[src/rtl/afc_pkg.sv]
package afc_pkg;

    localparam int CODE_W = 3;

    typedef struct packed {
        logic              halve;
        logic              enable;
        logic [CODE_W-1:0] gear_acq;
        logic [CODE_W-1:0] gear_trk;
    } afc_ctrl_t;

    typedef enum logic {
        PH_ACQ = 1'b0,
        PH_TRK = 1'b1
    } afc_phase_t;

    typedef struct packed {
        logic [CODE_W-1:0] gear;
        logic [CODE_W-1:0] timing;
    } afc_set_t;

    function automatic afc_set_t pick_set(afc_phase_t ph, afc_ctrl_t c,
                                          logic [CODE_W-1:0] t_acq,
                                          logic [CODE_W-1:0] t_trk);
        afc_set_t s;
        if (ph == PH_TRK) begin
            s.gear   = c.gear_trk;
            s.timing = t_trk;
        end else begin
            s.gear   = c.gear_acq;
            s.timing = t_acq;
        end
        return s;
    endfunction

endpackage

[src/rtl/afc_pacer.sv]
module afc_pacer #(
    parameter int CODE_W = 3,
    localparam int CNT_W = CODE_W + 1
) (
    input  logic              clk,
    input  logic              rst,
    input  logic              run,
    input  logic              restart,
    input  logic              tick,
    input  logic [CODE_W-1:0] code,
    output logic              apply
);
    logic [CNT_W-1:0] cnt;
    logic [CNT_W-1:0] last_idx;

    // cycle of 2 + 2N ticks: index runs 0 .. 2N+1
    assign last_idx = {code, 1'b1};
    assign apply    = run && !restart && tick && (cnt == CNT_W'(1));

    always_ff @(posedge clk) begin
        if (rst || !run || restart) begin
            cnt <= '0;
        end else if (tick) begin
            cnt <= (cnt == last_idx) ? '0 : cnt + CNT_W'(1);
        end
    end
endmodule

[src/rtl/afc_accum.sv]
module afc_accum #(
    parameter int ERR_W  = 10,
    parameter int CORR_W = 10,
    parameter int DEV_W  = 9,
    parameter int SH_W   = 3,
    localparam int SUM_W = ((ERR_W > CORR_W) ? ERR_W : CORR_W) + 1,
    localparam int LIM_W = DEV_W + 1,
    localparam int CMP_W = ((CORR_W > LIM_W) ? CORR_W : LIM_W) + 1
) (
    input  logic                     clk,
    input  logic                     rst,
    input  logic                     en,
    input  logic                     apply,
    input  logic                     clear,
    input  logic                     halve,
    input  logic [SH_W-1:0]          gear,
    input  logic signed [ERR_W-1:0]  err,
    input  logic [DEV_W-1:0]         dev,
    output logic signed [CORR_W-1:0] corr,
    output logic signed [CORR_W-1:0] last
);
    localparam logic signed [SUM_W-1:0] MAXV =
        SUM_W'({(CORR_W-1){1'b1}});
    localparam logic signed [SUM_W-1:0] MINV = ~MAXV;

    logic signed [ERR_W-1:0]  scaled;
    logic signed [SUM_W-1:0]  sum;
    logic signed [CORR_W-1:0] sat;
    logic [CORR_W-1:0]        mag;
    logic [LIM_W-1:0]         limit;
    logic signed [CORR_W-1:0] nxt;

    always_comb begin
        scaled = err >>> gear;
        sum    = SUM_W'(corr) + SUM_W'(scaled);
        if (sum > MAXV)      sat = CORR_W'(MAXV);
        else if (sum < MINV) sat = CORR_W'(MINV);
        else                 sat = CORR_W'(sum);
        mag   = sat[CORR_W-1] ? CORR_W'(-sat) : CORR_W'(sat);
        limit = halve ? LIM_W'(dev) : {dev, 1'b0};
        nxt   = (CMP_W'(mag) > CMP_W'(limit)) ? '0 : sat;
    end

    always_ff @(posedge clk) begin
        if (rst) begin
            corr <= '0;
            last <= '0;
        end else if (!en || clear) begin
            corr <= '0;
        end else if (apply) begin
            corr <= nxt;
            last <= nxt;
        end
    end
endmodule

[src/rtl/afc_gearshift.sv]
module afc_gearshift
    import afc_pkg::*;
#(
    parameter int ERR_W  = 10,
    parameter int CORR_W = 10,
    parameter int DEV_W  = 9
) (
    input  logic                     clk,
    input  logic                     rst,
    input  logic                     bit_tick,
    input  logic signed [ERR_W-1:0]  err_in,
    input  logic                     preamble_det,
    input  logic                     pkt_end,
    input  logic                     multi_pkt,
    input  logic [7:0]               ctrl_byte,
    input  logic [CODE_W-1:0]        wait_pre,
    input  logic [CODE_W-1:0]        wait_post,
    input  logic [DEV_W-1:0]         dev,
    output logic signed [CORR_W-1:0] corr_out,
    output logic signed [CORR_W-1:0] offset_rd
);
    afc_ctrl_t  ctrl;
    afc_phase_t phase;
    afc_set_t   act;
    logic       seen;
    logic       restart;
    logic       run;
    logic       apply_evt;

    assign ctrl    = afc_ctrl_t'(ctrl_byte);
    assign act     = pick_set(phase, ctrl, wait_pre, wait_post);
    assign seen    = (phase == PH_TRK);
    assign restart = pkt_end || (preamble_det && !seen);
    assign run     = ctrl.enable && (act.timing != '0);

    always_ff @(posedge clk) begin
        if (rst || pkt_end)     phase <= PH_ACQ;
        else if (preamble_det)  phase <= PH_TRK;
    end

    afc_pacer #(.CODE_W(CODE_W)) u_pacer (
        .clk     (clk),
        .rst     (rst),
        .run     (run),
        .restart (restart),
        .tick    (bit_tick),
        .code    (act.timing),
        .apply   (apply_evt)
    );

    afc_accum #(
        .ERR_W  (ERR_W),
        .CORR_W (CORR_W),
        .DEV_W  (DEV_W),
        .SH_W   (CODE_W)
    ) u_accum (
        .clk   (clk),
        .rst   (rst),
        .en    (ctrl.enable),
        .apply (apply_evt),
        .clear (pkt_end && multi_pkt),
        .halve (ctrl.halve),
        .gear  (act.gear),
        .err   (err_in),
        .dev   (dev),
        .corr  (corr_out),
        .last  (offset_rd)
    );
endmodule

[config.mk]
export PLATFORM = sky130hd
export DESIGN_NAME = afc_gearshift
export DESIGN_NICKNAME = d
export VERILOG_FILES = /design/src/rtl/afc_pkg.sv /design/src/rtl/afc_pacer.sv /design/src/rtl/afc_accum.sv /design/src/rtl/afc_gearshift.sv
export SDC_FILE = /design/constraint.sdc
export NUM_CORES = 1
export LEC_CHECK = 0
export BUFFER_PORTS_ARGS = -buffer_cell sky130_fd_sc_hd__buf_2
export CORE_MARGIN = 2
export CORE_UTILIZATION = 35
export CTS_CLUSTER_SIZE = 16
export DETAILED_ROUTE_END_ITERATION = 12
export GPL_TIMING_DRIVEN = 0
export PLACE_DENSITY = 0.64
export SLEW_MARGIN = 0
export SYNTH_ARGS = -nofsm -noshare
export SYNTH_HDL_FRONTEND = slang
export SYNTH_SLANG_ARGS = --single-unit
export TNS_END_PERCENT = 5
[constraint.sdc]
create_clock -name clk -period 10.55 [get_ports clk]
set_clock_uncertainty 0.1 [all_clocks]
set_input_delay 1.055 -clock clk [delete_from_list [all_inputs] [get_ports clk]]
set_output_delay 1.055 -clock clk [all_outputs]
set_load 0.02 [all_outputs]
* Word-level counts from Yosys, hierarchy flattened
Index checks and enable logic that the tools add are counted.
W data, S select, Z words.
** Word-level totals
- Bits of input ports :: 39
- Register bits after elaboration :: 25
- Logic and storage cells :: 39
** Cells by class
- Bitwise operators :: 1
- Reduce and logical (&&, ||, !) cells :: 18
- Add/sub/neg operators :: 3
- Equality and inequality tests :: 2
- Multiplexer cells :: 7
- Order comparisons :: 3
- Shift-type cells :: 1
** Operator list (count)
- $mux W10 :: 5
- $add A10 B10 Y11 :: 1
- $gt A11 B10 Y1 const B :: 1
- $lt A11 B10 Y1 const B :: 1
- $gt A10 B10 Y1 :: 1
- $neg A10 Y10 :: 1
- $sshr A10 B3 Y10 :: 1
- $logic_and A1 B1 Y1 :: 6
- $mux W6 :: 1
- $logic_or A1 B1 Y1 :: 5
- $add A4 B1 Y4 const B :: 1
- $eq A4 B1 Y1 const B :: 1
- $eq A4 B4 Y1 :: 1
- $logic_not A1 Y1 :: 4
- $mux W4 :: 1
- $reduce_bool A3 Y1 :: 1
- $reduce_and A2 Y1 :: 1
- $reduce_or A2 Y1 :: 1
- $not A1 Y1 :: 1

* Logic depth before layout (Yosys ltp)
- Word-level depth :: 10
- Gate-level depth with buffers :: 29

* Cells and area by module
A second synthesis with hierarchy kept.
** Unflattened totals
- Cells, all modules :: 393
- Area total of the unflattened synthesis :: 3002.9 um^2
** By module, submodules not included
- afc_accum :: cells each 353, area each 2617.5 um^2, sequential area each 400.4 um^2, instances 1
- afc_pacer :: cells each 26, area each 244.0 um^2, sequential area each 80.1 um^2, instances 1
- afc_gearshift :: cells each 14, area each 141.4 um^2, sequential area each 20.0 um^2, instances 1

* Least setup slack after synthesis
No wires, ideal clock.
- Path kind :: input -> register
- Start point :: input port ctrl_byte[1]
- End point :: register u_accum.last[5]
- Cell stages on the path :: 25
- Arrival time :: 5.659 ns
- Setup slack :: 4.717 ns
- Required time :: 10.376 ns
- Cell sequence :: mux2i_1 -> buf_2 -> mux2i_1 -> mux2i_1 -> nand2_1 -> nand2_1 -> ha_1 -> fa_1 -> nand3_2 -> a211oi_2 -> nor3_2 -> nand2_2 -> maj3_2 -> a21oi_1 -> ha_1 -> inv_1 -> o31ai_2 -> xor2_1 -> ha_1 -> a21o_1 -> a21oi_1 -> o211ai_1 -> a21oi_4 -> nand2b_1 -> o21ai_0
** On the way
- Cells in the longest elaborated chain, start to end :: 10
** Ends and longest elaborated chain
- start: declaration :: RTL line afc_gearshift.sv:15 : input logic [7:0] ctrl_byte,
- $mux W6 * :: RTL line afc_pkg.sv:26 : if (ph == PH_TRK) begin
- $sshr A10 B3 Y10 * :: RTL line afc_accum.sv:34 : scaled = err >>> gear;
- $add A10 B10 Y11 * :: RTL line afc_accum.sv:35 : sum = SUM_W'(corr) + SUM_W'(scaled);
- $lt A11 B10 Y1 :: RTL line afc_accum.sv:37 : else if (sum < MINV) sat = CORR_W'(MINV);
- $mux W10 :: RTL line afc_accum.sv:37
- $mux W10 * :: RTL line afc_accum.sv:36 : if (sum > MAXV) sat = CORR_W'(MAXV);
- $neg A10 Y10 :: RTL line afc_accum.sv:39 : mag = sat[CORR_W-1] ? CORR_W'(-sat) : CORR_W'(sat);
- $mux W10 :: RTL line afc_accum.sv:39
- $gt A10 B10 Y1 :: RTL line afc_accum.sv:41 : nxt = (CMP_W'(mag) > CMP_W'(limit)) ? '0 : sat;
- $mux W10 * :: RTL line afc_accum.sv:41
- end signal: assignment :: RTL line afc_accum.sv:52 : last <= nxt;
- end: declaration :: RTL line afc_accum.sv:20 : output logic signed [CORR_W-1:0] last
Every way passes the cells marked *; elsewhere a longest branch is shown, timed or not.
A chain may end at the register's enable or synchronous reset.

* Worst setup path in the final report
- Start point :: input port ctrl_byte[1]
- End point :: register u_accum.last[7]
The elaborated chain is that of the path after synthesis.

==> summary.txt <==
Outcome
  – Status: finished, final reports clean

Worst hold path
  – Min-Delay Path Depth: 2
  – Hold EP: u_accum.last[9]
  – Worst hold start: u_accum.last[9]
  – Hold Path Class: flop to flop

Clock tree
  – CTS tree: yes
  – Post-CTS Resized: 0
  – Clk sinks: 25
  – Clock transition at path regs: 0.09 ns
  – CTS max path bufs: 2
  – CTS H-tree lvls: 1
  – Post-CTS Hold Buffers: 0
  – Root Driver: clkbuf_8
  – Worst-Skew Late Latency: 0.27 ns
  – Num CTS Buffers: 3
  – Post-CTS Setup Inserts: 0

Logic synthesis
  – Syn Std Cell Area: 2910 um2
  – Synth cell types: 68
  – Syn avg cell area: 8.14 um2
  – Number of synthesized flops with an enable pin: 0
  – YS warnings: 0
  – Sequential fraction of the synthesis area: 17.2%
  – Dominant synthesized flop cell: dfxtp_1
  – Synth Instances: 358
  – Post-synth net total: 423
  – Synthesized flop and latch total: 25
  – Async SR Flop Fraction: 0%

Route
  – Top sig layer: met4
  – Metal-1 WL: 3.80 mm
  – Detailed-route wire length: 7.65 mm
  – DR vias: 2,866
  – Routed Antenna Nets: 0
  – Wire length on met3: 357 um
  – Post-route DRC: 0
  – Met2 WL: 3.46 mm
  – 1st-pass router iterations: 4
  – Initial DRC count: 185
  – Vias per cell: 5.48
  – Avg WL per Cell: 14.6 um

Power and ir drop
  – Cell Int Power: 174 uW
  – Clk network pwr share: 20.6%
  – Overall Power: 277 uW
  – Combinational share of power: 45.2%
  – VDD IR-drop max: 0.0000487 V
  – Seq pwr share: 34.2%
  – Switch Pwr: 103 uW
  – Leak pwr: 0.00145 uW
  – Pwr Density: 82.1 nW/um2
  – Switch share: 37.2%

Setup path
  – R2R depth: 26
  – Critical path capture point type: flop
  – R2R Path End: u_accum.last[7]
  – Critical path class: input port to flop
  – Worst r2r src: phase
  – Startpoint types: input port
  – Crit path max fanout: 10
  – WP data arrival: 6.63 ns
  – Req. time, crit path: 10.64 ns
  – R2R setup slack: 4.33 ns

Layout
  – Fill cell count: 824
  – Multi-input gate area: 2290 um2
  – Register area: 500 um2
  – Layout cells sized above 1: 24.9%
  – Area added between synthesis and finish: 15.8%
  – Final net count: 484
  – Antenna diodes: 0

STA
  – # setup viols final: 0
  – Max_slew headroom: 62.0%
  – Final Cycle Share: 62.0%
  – Fin. max-slew vios: 0
  – Max Clk Rate: 153 MHz
  – Unrepaired setup endpoints after global routing: false
  – Final min period: 6.55 ns
  – Worst slew pin tran: 0.570 ns
  – Setup tns final: 0 ns
  – Final hold vios: 0

Floorplan
  – Die Width: 95.2 um
  – Die Area: 9070 um2
  – FP Rows: 33
  – Top Ports: 59
  – Starting Density: 35.8%
  – Core area: 8130 um2
  – Die height: 95.2 um

Global routing
  – Vias in the first global route: 2,638
  – First-pass GRT wire length: 12.5 mm
  – Grt ovf: 0
  – Pin count of the biggest net entering global routing: 16
  – GRT Util Overall: 17.1%
  – Initial antenna violation count: 0

Place
  – Port Buffers: 56
  – Placer Congestion: 0.904
  – DP Wirelength: 6.25 mm

Job
  – Max-cap viol count: 0
-- power groups by stage --
stage / sequential [uW] / combinational [uW] / clock (uW)
after CTS: 94.9 / 125 / 58.5
after detailed placement: 97.1 / 124 / 0
after global routing: 95.0 / 139 / 62.8
final: 94.9 / 125 / 57.0
after global placement: 97.1 / 121 / 0
after floorplan: 97.1 / 93.7 / 0
-- final cells by class --
cell class                 instances  share of cell area, %
clock buffer                       3                   1.22
sequential                        25                   14.8
clock inverter                     1                  0.222
multi-input combinational        306                   67.7
timing repair buffer              56                   8.31
inverter                           9                   1.00
tap                              105                   3.89
buffer                            18                   2.78
-- cells in the final DEF (no fill, tap or decap), types with 3 or more instances in the layout --
cell,n
clkbuf_1,6
buf_4,3
o21ai_0,22
nand2b_1,4
buf_2,62
nand3b_1,8
nand4_1,4
xnor2_1,9
xor2_1,11
maj3_2,4
a21oi_1,28
o21ai_1,7
a21o_1,3
maj3_1,3
dfxtp_1,25
o211ai_1,5
a31oi_1,3
clkbuf_8,3
mux2_2,4
nand3_1,9
ha_1,25
a21oi_2,4
nor3_1,7
nand2_1,47
inv_1,8
nor2_1,18
or3_1,3
mux2i_1,29
-- per-stage QoR --
| stage | util (%) | hold slack, ns | cell area (um2) | instances | setup slack, ns |
|---|---|---|---|---|---|
| final | 41.5 | 0.366 | 3370 | 523 | 4.00 |
| after global routing | 41.5 | 0.392 | 3370 | 523 | 3.46 |
| after CTS | 41.5 | 0.370 | 3370 | 523 | 3.96 |
| after detailed placement | 40.9 | 0.352 | 3330 | 519 | 3.70 |
| after global placement | 40.9 | 0.352 | 3330 | 519 | 3.83 |
| after floorplan | - | 0.407 | 2910 | 358 | 4.72 |
-- critical path, cell delays in order --
cell	delay [ns]
buf_2	0.09
mux2i_1	0.26
buf_2	0.31
mux2i_1	0.28
mux2i_1	0.12
nand2_1	0.10
nand2_1	0.07
ha_1	0.21
fa_1	0.45
nand3_2	0.18
a211oi_2	0.13
nor3_2	0.39
nand2_2	0.16
maj3_2	0.32
a21oi_1	0.36
ha_1	0.23
inv_1	0.08
o31ai_2	0.26
xor2_1	0.24
ha_1	0.29
a21o_1	0.17
a21oi_1	0.14
o211ai_1	0.15
a21oi_4	0.26
nand2b_1	0.15
o21ai_0	0.18
-- layer usage --
metal | up-vias | global-route usage (%)
met5 | - | 0
met4 | 0 | 3.50
met3 | 4 | 1.50
met2 | 76 | 28.3
met1 | 1351 | 24.2
li1 | 1435 | -
-- logic make-up after synthesis --
kind of cell,synth area share (%)
compound gates,24.9
mux,12.3
flops,17.2
simple gates,21.3
buf+inv,4.38
fa+ha+maj,14.0
xor+xnor,6.01
-- flip-flops by register name, summed over array words and instances (netlist names) --
name	cells
u_accum.last	10
u_pacer.cnt	4
u_accum.corr	10
phase	1
-- cell usage after synthesis, drive strengths merged (2+ instances only) --
cell | instances | area (um2)
nand2 | 49 | 189
a21oi | 34 | 208
mux2i | 30 | 313
o21ai | 29 | 145
dfxtp | 25 | 500
ha | 25 | 313
nor2 | 18 | 67.6
buf | 12 | 71.3
xor2 | 11 | 96.3
nand3 | 10 | 55.1
inv | 9 | 33.8
xnor2 | 9 | 78.8
nand3b | 8 | 60.1
nor3 | 8 | 45.0
maj3 | 7 | 75.1
clkbuf | 6 | 22.5
o211ai | 6 | 50.1
nand4 | 5 | 37.5
mux2 | 4 | 45.0
nand2b | 4 | 25.0
o31ai | 4 | 40.0
a211oi | 3 | 27.5
a21o | 3 | 22.5
a31oi | 3 | 18.8
or3 | 3 | 18.8
a2111oi | 2 | 42.5
a211o | 2 | 17.5
a2bb2oi | 2 | 35.0
a32o | 2 | 20.0
and2 | 2 | 12.5
and3b | 2 | 17.5
nor2b | 2 | 12.5
o21a | 2 | 15.0
o22ai | 2 | 18.8
or2 | 2 | 12.5
-- how the worst max path moves through the flow --
| stage | startpoint | end | slack [ns] | depth (start not counted) |
|---|---|---|---|---|
| after global routing | ctrl_byte[1] | u_accum.last[7] | 3.46 | 28 |
| after detailed placement | ctrl_byte[1] | u_accum.corr[5] | 3.70 | 26 |
| after CTS | ctrl_byte[1] | u_accum.corr[5] | 3.96 | 26 |
| after global placement | ctrl_byte[1] | u_accum.last[1] | 3.83 | 28 |
| after floorplan | ctrl_byte[1] | u_accum.last[5] | 4.72 | 25 |
| final | ctrl_byte[1] | u_accum.last[7] | 4.00 | 26 |
No activity file was read; power rests on OpenSTA's default activity.
